$ cat config.mk
export PLATFORM = sky130hd
export DESIGN_NAME = issue_ctrl
export DESIGN_NICKNAME = d
export VERILOG_FILES = /design/src/rtl/issue_pkg.sv /design/src/rtl/fu_slot.sv /design/src/rtl/pend_table.sv /design/src/rtl/ro_stage.sv /design/src/rtl/issue_ctrl.sv
export SDC_FILE = /design/constraint.sdc
export NUM_CORES = 1
export LEC_CHECK = 0
export CAP_MARGIN = 30
export CORE_MARGIN = 2
export CORE_UTILIZATION = 61
export CTS_CLUSTER_DIAMETER = 200
export DETAILED_ROUTE_END_ITERATION = 12
export PLACE_DENSITY = 0.95
export SYNTH_ARGS = -nofsm -noshare
export SYNTH_HDL_FRONTEND = slang
export SYNTH_SLANG_ARGS = --single-unit
$ cat constraint.sdc
create_clock -name clk -period 7.8 [get_ports clk]
set_clock_uncertainty 0.15 [all_clocks]
set_input_delay 2.34 -clock clk [delete_from_list [all_inputs] [get_ports clk]]
set_output_delay 2.34 -clock clk [all_outputs]
set_load 0.01 [all_outputs]
$ cat src/rtl/issue_pkg.sv
// Shared definitions for the in-order issue hazard checker.
// Assumes nothing beyond IEEE 1800-2017 packed types.
package issue_pkg;

    // Life cycle of one functional unit's reservation.
    typedef enum logic [1:0] {
        SLOT_IDLE     = 2'd0,   // free for a new issue
        SLOT_RESERVED = 2'd1,   // issued, waiting in the holding stage
        SLOT_RUNNING  = 2'd2    // dispatched, counting down latency
    } slot_state_e;

endpackage

$ cat src/rtl/fu_slot.sv
// One functional unit's reservation and latency timer.
// A reservation starts when an instruction issues to this unit. The latency
// count starts when that instruction dispatches. The done pulse lasts one
// cycle, once the stored latency has elapsed.
// Assumes: launch only arrives while RESERVED, and reserve only arrives while
// IDLE or in the done cycle (both guaranteed by the top-level issue logic).
module fu_slot
    import issue_pkg::*;
#(
    parameter int REG_W = 4,
    parameter int LAT_W = 2
) (
    input  logic             clk,
    input  logic             rst_n,
    input  logic             reserve,
    input  logic             launch,
    input  logic [LAT_W-1:0] launch_lat,
    input  logic [REG_W-1:0] launch_dst,
    output logic             busy,
    output logic             done,
    output logic [REG_W-1:0] done_dst
);

    slot_state_e      state_q;
    logic [LAT_W-1:0] cnt_q;
    logic [REG_W-1:0] dst_q;

    // Completion is the last counted cycle of a running operation.
    always_comb begin
        busy     = (state_q != SLOT_IDLE);
        done     = (state_q == SLOT_RUNNING) && (cnt_q == '0);
        done_dst = dst_q;
    end

    // State update: a release from done comes before a same-cycle reservation.
    always_ff @(posedge clk) begin
        if (!rst_n) begin
            state_q <= SLOT_IDLE;
            cnt_q   <= '0;
            dst_q   <= '0;
        end else begin
            if (launch) begin
                state_q <= SLOT_RUNNING;
                cnt_q   <= launch_lat;
                dst_q   <= launch_dst;
            end else if (done) begin
                state_q <= reserve ? SLOT_RESERVED : SLOT_IDLE;
            end else if (reserve) begin
                state_q <= SLOT_RESERVED;
            end else if (state_q == SLOT_RUNNING) begin
                cnt_q <= cnt_q - 1'b1;
            end
        end
    end

endmodule

$ cat src/rtl/pend_table.sv
// Pending-write flags, one per architectural register.
// A flag is set when an instruction writing that register issues. It is
// cleared by a completion pulse that names the register. A set in the same
// cycle as a clear wins, so back-to-back writers keep the flag.
// Assumes each unit's done_dst field is meaningful only while its done bit is 1.
module pend_table #(
    parameter int NUM_REGS = 16,
    parameter int REG_W    = 4,
    parameter int NUM_FU   = 3
) (
    input  logic                     clk,
    input  logic                     rst_n,
    input  logic                     set_en,
    input  logic [REG_W-1:0]         set_idx,
    input  logic [NUM_FU-1:0]        done_vec,
    input  logic [NUM_FU*REG_W-1:0]  done_dst_flat,
    output logic [NUM_REGS-1:0]      pend_q,
    output logic [NUM_REGS-1:0]      clr_vec
);

    // Decode every unit's completion into a per-register clear mask.
    always_comb begin
        clr_vec = '0;
        for (int u = 0; u < NUM_FU; u++) begin
            if (done_vec[u]) begin
                clr_vec[done_dst_flat[u*REG_W +: REG_W]] = 1'b1;
            end
        end
    end

    for (genvar r = 0; r < NUM_REGS; r++) begin : g_reg
        // Per-register flag: issue set has priority over completion clear.
        always_ff @(posedge clk) begin
            if (!rst_n) begin
                pend_q[r] <= 1'b0;
            end else if (set_en && (set_idx == REG_W'(r))) begin
                pend_q[r] <= 1'b1;
            end else if (clr_vec[r]) begin
                pend_q[r] <= 1'b0;
            end
        end
    end

endmodule

$ cat src/rtl/ro_stage.sv
// Read-operand holding stage: keeps one issued instruction until neither
// source has an outstanding writer, then dispatches it.
// Assumes pend_eff already has this cycle's completions removed. A source that
// equals the held destination is never waited on: the issue stage refused
// issue while that register was pending, so the only pending writer left is
// the held instruction itself.
module ro_stage #(
    parameter int NUM_REGS = 16,
    parameter int REG_W    = 4,
    parameter int FU_W     = 2,
    parameter int LAT_W    = 2
) (
    input  logic                clk,
    input  logic                rst_n,
    input  logic                load,
    input  logic [FU_W-1:0]     load_unit,
    input  logic [REG_W-1:0]    load_dst,
    input  logic [REG_W-1:0]    load_src_a,
    input  logic [REG_W-1:0]    load_src_b,
    input  logic [LAT_W-1:0]    load_lat,
    input  logic [NUM_REGS-1:0] pend_eff,
    output logic                held,
    output logic                dispatch,
    output logic [FU_W-1:0]     out_unit,
    output logic [REG_W-1:0]    out_dst,
    output logic [LAT_W-1:0]    out_lat
);

    logic             valid_q;
    logic [FU_W-1:0]  unit_q;
    logic [REG_W-1:0] dst_q;
    logic [REG_W-1:0] src_a_q;
    logic [REG_W-1:0] src_b_q;
    logic [LAT_W-1:0] lat_q;
    logic             wait_a;
    logic             wait_b;

    // Source readiness and dispatch decision.
    always_comb begin
        wait_a   = pend_eff[src_a_q] && (src_a_q != dst_q);
        wait_b   = pend_eff[src_b_q] && (src_b_q != dst_q);
        dispatch = valid_q && !wait_a && !wait_b;
        held     = valid_q;
        out_unit = unit_q;
        out_dst  = dst_q;
        out_lat  = lat_q;
    end

    // Holding register: a new load replaces a dispatching entry.
    always_ff @(posedge clk) begin
        if (!rst_n) begin
            valid_q <= 1'b0;
            unit_q  <= '0;
            dst_q   <= '0;
            src_a_q <= '0;
            src_b_q <= '0;
            lat_q   <= '0;
        end else if (load) begin
            valid_q <= 1'b1;
            unit_q  <= load_unit;
            dst_q   <= load_dst;
            src_a_q <= load_src_a;
            src_b_q <= load_src_b;
            lat_q   <= load_lat;
        end else if (dispatch) begin
            valid_q <= 1'b0;
        end
    end

endmodule

$ cat src/rtl/issue_ctrl.sv
// Top of the in-order issue hazard checker.
// The issue stage grants the next instruction when its unit is free, its
// destination has no pending writer and the holding stage is free or leaving.
// Read-after-write waiting happens in the holding stage, after issue.
// Completions come from per-unit latency timers, so finishing order may
// differ from program order.
// Assumes iss_unit < NUM_FU for useful work; an out-of-range unit never issues.
module issue_ctrl #(
    parameter  int NUM_REGS = 16,
    parameter  int NUM_FU   = 3,
    parameter  int LAT_W    = 2,
    localparam int REG_W    = $clog2(NUM_REGS),
    localparam int FU_W     = (NUM_FU > 1) ? $clog2(NUM_FU) : 1
) (
    input  logic                    clk,
    input  logic                    rst_n,
    input  logic                    iss_valid,
    input  logic [FU_W-1:0]         iss_unit,
    input  logic [REG_W-1:0]        iss_dst,
    input  logic [REG_W-1:0]        iss_src_a,
    input  logic [REG_W-1:0]        iss_src_b,
    input  logic [LAT_W-1:0]        iss_lat,
    output logic                    iss_ready,
    output logic                    disp_valid,
    output logic [FU_W-1:0]         disp_unit,
    output logic [REG_W-1:0]        disp_dst,
    output logic [NUM_FU-1:0]       done_vec,
    output logic [NUM_FU*REG_W-1:0] done_dst_flat
);

    localparam int FU_SLOTS = 1 << FU_W;

    logic [NUM_FU-1:0]   fu_busy;
    logic [NUM_FU-1:0]   fu_done;
    logic [NUM_FU-1:0]   fu_reserve;
    logic [NUM_FU-1:0]   fu_launch;
    logic [FU_SLOTS-1:0] busy_pad;
    logic [NUM_REGS-1:0] pend_q;
    logic [NUM_REGS-1:0] clr_vec;
    logic [NUM_REGS-1:0] pend_eff;
    logic                ro_valid;
    logic                ro_disp;
    logic [FU_W-1:0]     ro_unit;
    logic [REG_W-1:0]    ro_dst;
    logic [LAT_W-1:0]    ro_lat;
    logic                iss_fire;

    // Hazard views with this cycle's completions already released.
    always_comb begin
        pend_eff = pend_q & ~clr_vec;
        busy_pad = '1;
        busy_pad[NUM_FU-1:0] = fu_busy & ~fu_done;
    end

    // Issue grant: free unit, no pending destination, holding stage available.
    always_comb begin
        iss_ready = (!ro_valid || ro_disp) && !busy_pad[iss_unit] && !pend_eff[iss_dst];
        iss_fire  = iss_valid && iss_ready;
    end

    pend_table #(
        .NUM_REGS (NUM_REGS),
        .REG_W    (REG_W),
        .NUM_FU   (NUM_FU)
    ) u_pend (
        .clk           (clk),
        .rst_n         (rst_n),
        .set_en        (iss_fire),
        .set_idx       (iss_dst),
        .done_vec      (fu_done),
        .done_dst_flat (done_dst_flat),
        .pend_q        (pend_q),
        .clr_vec       (clr_vec)
    );

    ro_stage #(
        .NUM_REGS (NUM_REGS),
        .REG_W    (REG_W),
        .FU_W     (FU_W),
        .LAT_W    (LAT_W)
    ) u_ro (
        .clk        (clk),
        .rst_n      (rst_n),
        .load       (iss_fire),
        .load_unit  (iss_unit),
        .load_dst   (iss_dst),
        .load_src_a (iss_src_a),
        .load_src_b (iss_src_b),
        .load_lat   (iss_lat),
        .pend_eff   (pend_eff),
        .held       (ro_valid),
        .dispatch   (ro_disp),
        .out_unit   (ro_unit),
        .out_dst    (ro_dst),
        .out_lat    (ro_lat)
    );

    for (genvar u = 0; u < NUM_FU; u++) begin : g_fu
        // Steer issue and dispatch strobes to this unit.
        always_comb begin
            fu_reserve[u] = iss_fire && (iss_unit == FU_W'(u));
            fu_launch[u]  = ro_disp && (ro_unit == FU_W'(u));
        end

        fu_slot #(
            .REG_W (REG_W),
            .LAT_W (LAT_W)
        ) u_slot (
            .clk        (clk),
            .rst_n      (rst_n),
            .reserve    (fu_reserve[u]),
            .launch     (fu_launch[u]),
            .launch_lat (ro_lat),
            .launch_dst (ro_dst),
            .busy       (fu_busy[u]),
            .done       (fu_done[u]),
            .done_dst   (done_dst_flat[u*REG_W +: REG_W])
        );
    end

    // Drive the dispatch and completion ports.
    always_comb begin
        disp_valid = ro_disp;
        disp_unit  = ro_unit;
        disp_dst   = ro_dst;
        done_vec   = fu_done;
    end

endmodule

# After elaboration in Yosys (flattened, before gate mapping)
# Cells that the tools add are included.
[word_totals]
ff_bits = 57
input_bits = 19
out_inout_bits = 23
[classes]
n_addsub = 3
order_cmp = 10
n_eq_ne = 30
muxes = 75
bitwise_logic = 7
n_reduce_logical = 82
[op_table]
columns = ["op", "count"]
rows = [
  ["2-bit nonzero test", 26],
  ["16-bit two-way mux", 3],
  ["1-bit two-way mux", 44],
  ["2-bit two-way mux", 21],
  ["1-bit logical AND", 35],
  ["4-bit == test (second input constant)", 8],
  ["16-bit OR", 2],
  ["4-bit by 5-bit < comparator with 1-bit output (second input constant)", 6],
  ["16-bit AND", 1],
  ["4-bit by 3-bit == test with 1-bit output (second input constant)", 4],
  ["16-bit NOT", 1],
  ["1-bit binary-select mux with 4-bit select", 3],
  ["1-bit demux with 4-bit select", 3],
  ["4-bit by 1-bit >= comparator with 1-bit output (second input constant)", 3],
  ["2-bit == test (second input constant)", 5],
  ["2-bit zero test", 5],
  ["3-bit AND reduction", 3],
  ["3-bit nonzero test", 3],
  ["4-bit by 2-bit == test with 1-bit output (second input constant)", 2],
  ["4-bit inequality test", 2],
  ["2-bit by 1-bit inequality test with 1-bit output (second input constant)", 3],
  ["2-bit inequality test (second input constant)", 3],
  ["2-bit OR reduction", 3],
  ["2-bit by 1-bit subtractor with 2-bit output (second input constant)", 3],
  ["other kinds (10)", 15],
]

# Logic depth before layout (Yosys ltp)
[depth]
word_depth = 25
mapped_depth = 12

# Modules after synthesis
# From an unflattened synthesis, not the netlist that was laid out.
[unflattened]
hier_cells = 381
area_unflattened_um2 = 3603.5
[modules_own_cells]
columns = ["module", "n_inst", "cells_each", "area_per_inst_um2", "seq_area_each_um2"]
rows = [
  ["fu_slot", 3, 36, 384.1, 160.2],
  ["ro_stage", 1, 100, 1042.2, 340.3],
  ["pend_table", 1, 131, 1038.5, 320.3],
  ["issue_ctrl", 1, 42, 370.4, 0.0],
]

# Least setup slack after synthesis
# OpenSTA, ideal clock, no wires.
[synth_path]
path_kind = "in2out"
startpoint = "input port iss_dst[1]"
endpoint = "output port iss_ready"
arrival_ns = 3.645
setup_slack_ns = 1.665
cell_stages = 4
path_buffers = 0
path_cell_list = "clkinv_1 -> mux4_2 -> o211a_1 -> nor4b_1"
[synth_via]
elab_chain_len = 4
[synth_lines]
columns = ["element", "line", "text"]
rows = [
  ["start, declared", "issue_ctrl.sv:19", "input logic [REG_W-1:0] iss_dst,"],
  ["1-bit binary-select mux with 4-bit select", "issue_ctrl.sv:57", "iss_ready = (!ro_valid || ro_disp) && !busy_pad[iss_unit] && !pend_eff[iss_dst];"],
  ["1-bit two-way mux (not written as such)", "issue_ctrl.sv:57", ""],
  ["1-bit zero test", "issue_ctrl.sv:57", ""],
  ["1-bit logical AND", "issue_ctrl.sv:57", ""],
  ["end, declared", "issue_ctrl.sv:23", "output logic iss_ready,"],
]
# Every way passes these cells. The select of a mux whose other input is x is not followed.

# Worst setup path in the final report
[layout_path]
startpoint = "input port iss_dst[2]"
endpoint = "output port iss_ready"
# The elaborated chain is that of the path after synthesis.

==> flow_summary.ini <==
[status]
status = finished clean

[synth]
ys_seq_elements = 57
synth_cells = 468
synthesis.nets = 490
synth-edff-count = 0
syn_avg_cell_area_um2 = 7.833
synthDominantCellAreaShare_pct = 31.13
seq_area_frac_synth_pct = 31.13
ys_warn_count = 0
async_flop_share_pct = 0
synth_flop_cell = dfxtp_1
synth_top_area_cell = dfxtp_1
yosys-top-cells-area = dfxtp_1, mux2i_1, nand2_1
yosysUniqueCellTypes = 65
synth_area_um2 = 3666

[power_and_ir_drop]
switching_share_pct = 30.18
power.total_uw = 765.5
intPower_uw = 534.5
seqPwrFrac_pct = 41.9
p_clk_share_pct = 42.1
p_sw_uw = 231.0
vdd_ir_drop_max_v = 0.0001676
power_frac_comb_pct = 16.1
cellPowerDensity_nw_per_um2 = 179.6
p_leak_uw = 0.001520

[timing]
setup_violations = 0
fin_ws_ns = 0.5981
rsz0062_at_grt = no
fin_crit_ns = 7.202
relSlewSlack_pct = 23.62
worst_slew_pin_slew_ns = 1.143
period_share_pct = 92.33
tns_ns = 0
finalHoldViolations = 0
max_freq_ghz = 0.1389
slew_violations = 0

[die]
initial_core_util_pct = 62.66
die_h_um = 81.53
die_x_um = 81.53
die_area_um2 = 6646
core_um2 = 5851
rows = 28
num_io_pins = 42

[worst_setup_path]
cp.arrival_ns = 4.71
rr_worst_depth = 11
reg2reg_from = g_fu[1].u_slot.cnt_q[0]
worst_setup_path_start_kind = primary input
worstSetupPathType = primary input to output port
crit_path_max_fanout = 14
worstPathRequired_ns = 5.31
r2r_end = g_fu[2].u_slot.done_dst[0]
cp-end-kind = output port
r2r_slack_ns = 3.34

[global_route]
antenna_found_initial = 0
grt_pass1_vias = 3458
grt_max_degree = 63
groute.usage.overall_pct = 37.07
grt_pass1_wl_um = 18350
grt.overflow.total = 0

[min_path]
hold_path_startpoint = u_ro.src_a_q[3]
hp-class = register to register
holdPathStages = 2
hold_path_end = u_ro.src_a_q[3]

[route]
drc_errors = 0
viasPerCell = 6.989
drtIter0Drc = 629
wl_per_cell_um = 21.48
routed_wl_um = 12220
vias = 3977
dr.pass1.iters = 7
postRouteAntennaNets = 0

[cells_and_area]
fin_nets = 511
num_antenna_cells = 0
syn2layout_area_growth_pct = 16.25
drive_above_1_share_pct = 6.680

[clock_tree]
cts_tree = yes
holdBufCountCts = 0
postCtsSetupBuffers = 0
root_buffer = clkbuf_8
clk_path_buf_depth = 2
postCtsResizedCells = 0
insertion_delay_ns = 0.35
cts.clk_slew.worst_paths_ns = 0.06
htree_levels = 3
clkSinkCount = 57
numCtsBuffers = 9

[placement]
place.gp.congestion = 1.022
portBuffers = 41
place_ws_ns = 0.6519
dpl.hpwl_um = 8547

[run]
cap_violations = 0
cells in the final DEF (no fill, tap or decap), types with 5 or more instances in the layout:
| master | synthesis | routed |
|---|---|---|
| a21oi_1 | 23 | 23 |
| nand4b_1 | 5 | 5 |
| clkdlybuf4s50_1 | 0 | 40 |
| clkbuf_8 | 0 | 9 |
| a211oi_1 | 7 | 7 |
| a22oi_1 | 5 | 5 |
| o21ai_0 | 25 | 25 |
| or3_1 | 5 | 5 |
| xnor2_1 | 10 | 10 |
| o21ai_1 | 13 | 13 |
| dfxtp_1 | 57 | 57 |
| mux2i_1 | 22 | 22 |
| nor3_1 | 24 | 24 |
| o41ai_1 | 5 | 5 |
| o22ai_1 | 9 | 9 |
| nor2_1 | 24 | 24 |
| and3_1 | 8 | 8 |
| nand3_1 | 25 | 25 |
| nand2_1 | 55 | 55 |
| nand4_1 | 10 | 10 |
| inv_1 | 20 | 20 |
| nand3b_1 | 6 | 6 |
routing by layer:
layer  share of wire [%]  global-route usage (%)  vias to the layer above
li1                    -                       -                     1774
met1                  41                   52.07                     1851
met2                  44                   55.33                      294
met3                  11                   6.484                       58
met4                 3.7                   16.61                        0
met5                   0                       0                        -
cells in the mapped netlist (4+ instances only):
| master | count |
|---|---|
| nor3_1 | 24 |
| nand2_1 | 55 |
| and3_1 | 8 |
| nor2_1 | 24 |
| mux2i_1 | 22 |
| nor4b_1 | 4 |
| dfxtp_1 | 57 |
| or3_1 | 5 |
| nand3_1 | 25 |
| o41ai_1 | 5 |
| nand3b_1 | 6 |
| inv_1 | 20 |
| nand4bb_1 | 4 |
| nand4b_1 | 5 |
| a22oi_1 | 5 |
| clkbuf_1 | 28 |
| o21ai_0 | 25 |
| xnor2_1 | 10 |
| a211oi_1 | 7 |
| a21oi_1 | 23 |
| nand4_1 | 10 |
| o22ai_1 | 9 |
| o21ai_1 | 13 |
kinds of logic after synthesis:
group	share of synthesized area, %
xor gates and xnor gates	2.389
adders and majority gates	1.024
AOI/OAI and AO/OA	21.81
buffers and inverters	6.757
DFF	31.13
and+or+nand+nor	30.27
muxes	6.621
power groups by stage:
stage          Combinational [uW]  Sequential, uW  Clock, uW
2_1_floorplan                88.1             317          0
3_5_place_dp                  119             326          0
4_1_cts                       120             320        319
5_1_grt                       131             321        332
6_report                      123             320        322
3_3_place_gp                  117             325          0
worst max path at each step:
| stage | startpoint | to | slack (ns) | cells past startpoint |
|---|---|---|---|---|
| after floorplan | iss_dst[1] | iss_ready | 1.67 | 4 |
| after global placement | iss_dst[1] | iss_ready | 0.66 | 6 |
| after detailed placement | iss_dst[2] | iss_ready | 0.65 | 7 |
| after CTS | iss_dst[2] | iss_ready | 0.63 | 7 |
| after global routing | iss_dst[2] | iss_ready | 0.46 | 7 |
| final | iss_dst[2] | iss_ready | 0.60 | 7 |
through the flow:
step           cell area (um^2)  std cells  util [%]  hold slack, ns
6_report                   4262        569     72.84          0.3303
3_5_place_dp               4030        552     68.88          0.3211
4_1_cts                    4257        568     72.75          0.3299
2_1_floorplan              3666        468         -          0.2941
3_3_place_gp               4030        552     68.88          0.3062
5_1_grt                    4262        569     72.84          0.3804
registers in the layout, summed over array words and instances (netlist names), 2 cells and up:
signal and cells:
g_fu.u_slot.cnt_q 6, g_fu.u_slot.done_dst 12, g_fu.u_slot.state_q 6, u_pend.pend_q 16, u_ro.out_dst 4, u_ro.out_lat 2, u_ro.out_unit 2, u_ro.src_a_q 4
u_ro.src_b_q 4
final cells by class:
class | instances | area [um^2]
clock buffers | 9 | 123.9
clock inverters | 7 | 102.6
fillers | 469 | 1589
inverters | 22 | 82.58
multi-input cells | 353 | 2277
flip-flops and latches | 57 | 1141
well taps | 75 | 93.84
repair buffers | 46 | 440.4
critical path, cell delays in order:
cell             delay [ns]
clkdlybuf4s50_1        0.76
nor2b_1                0.15
and2_1                 0.18
inv_1                  0.14
o21ai_0                0.21
nor4b_1                0.33
clkdlybuf4s50_1        0.59
Note: power is estimated with default switching activity, not from simulation.
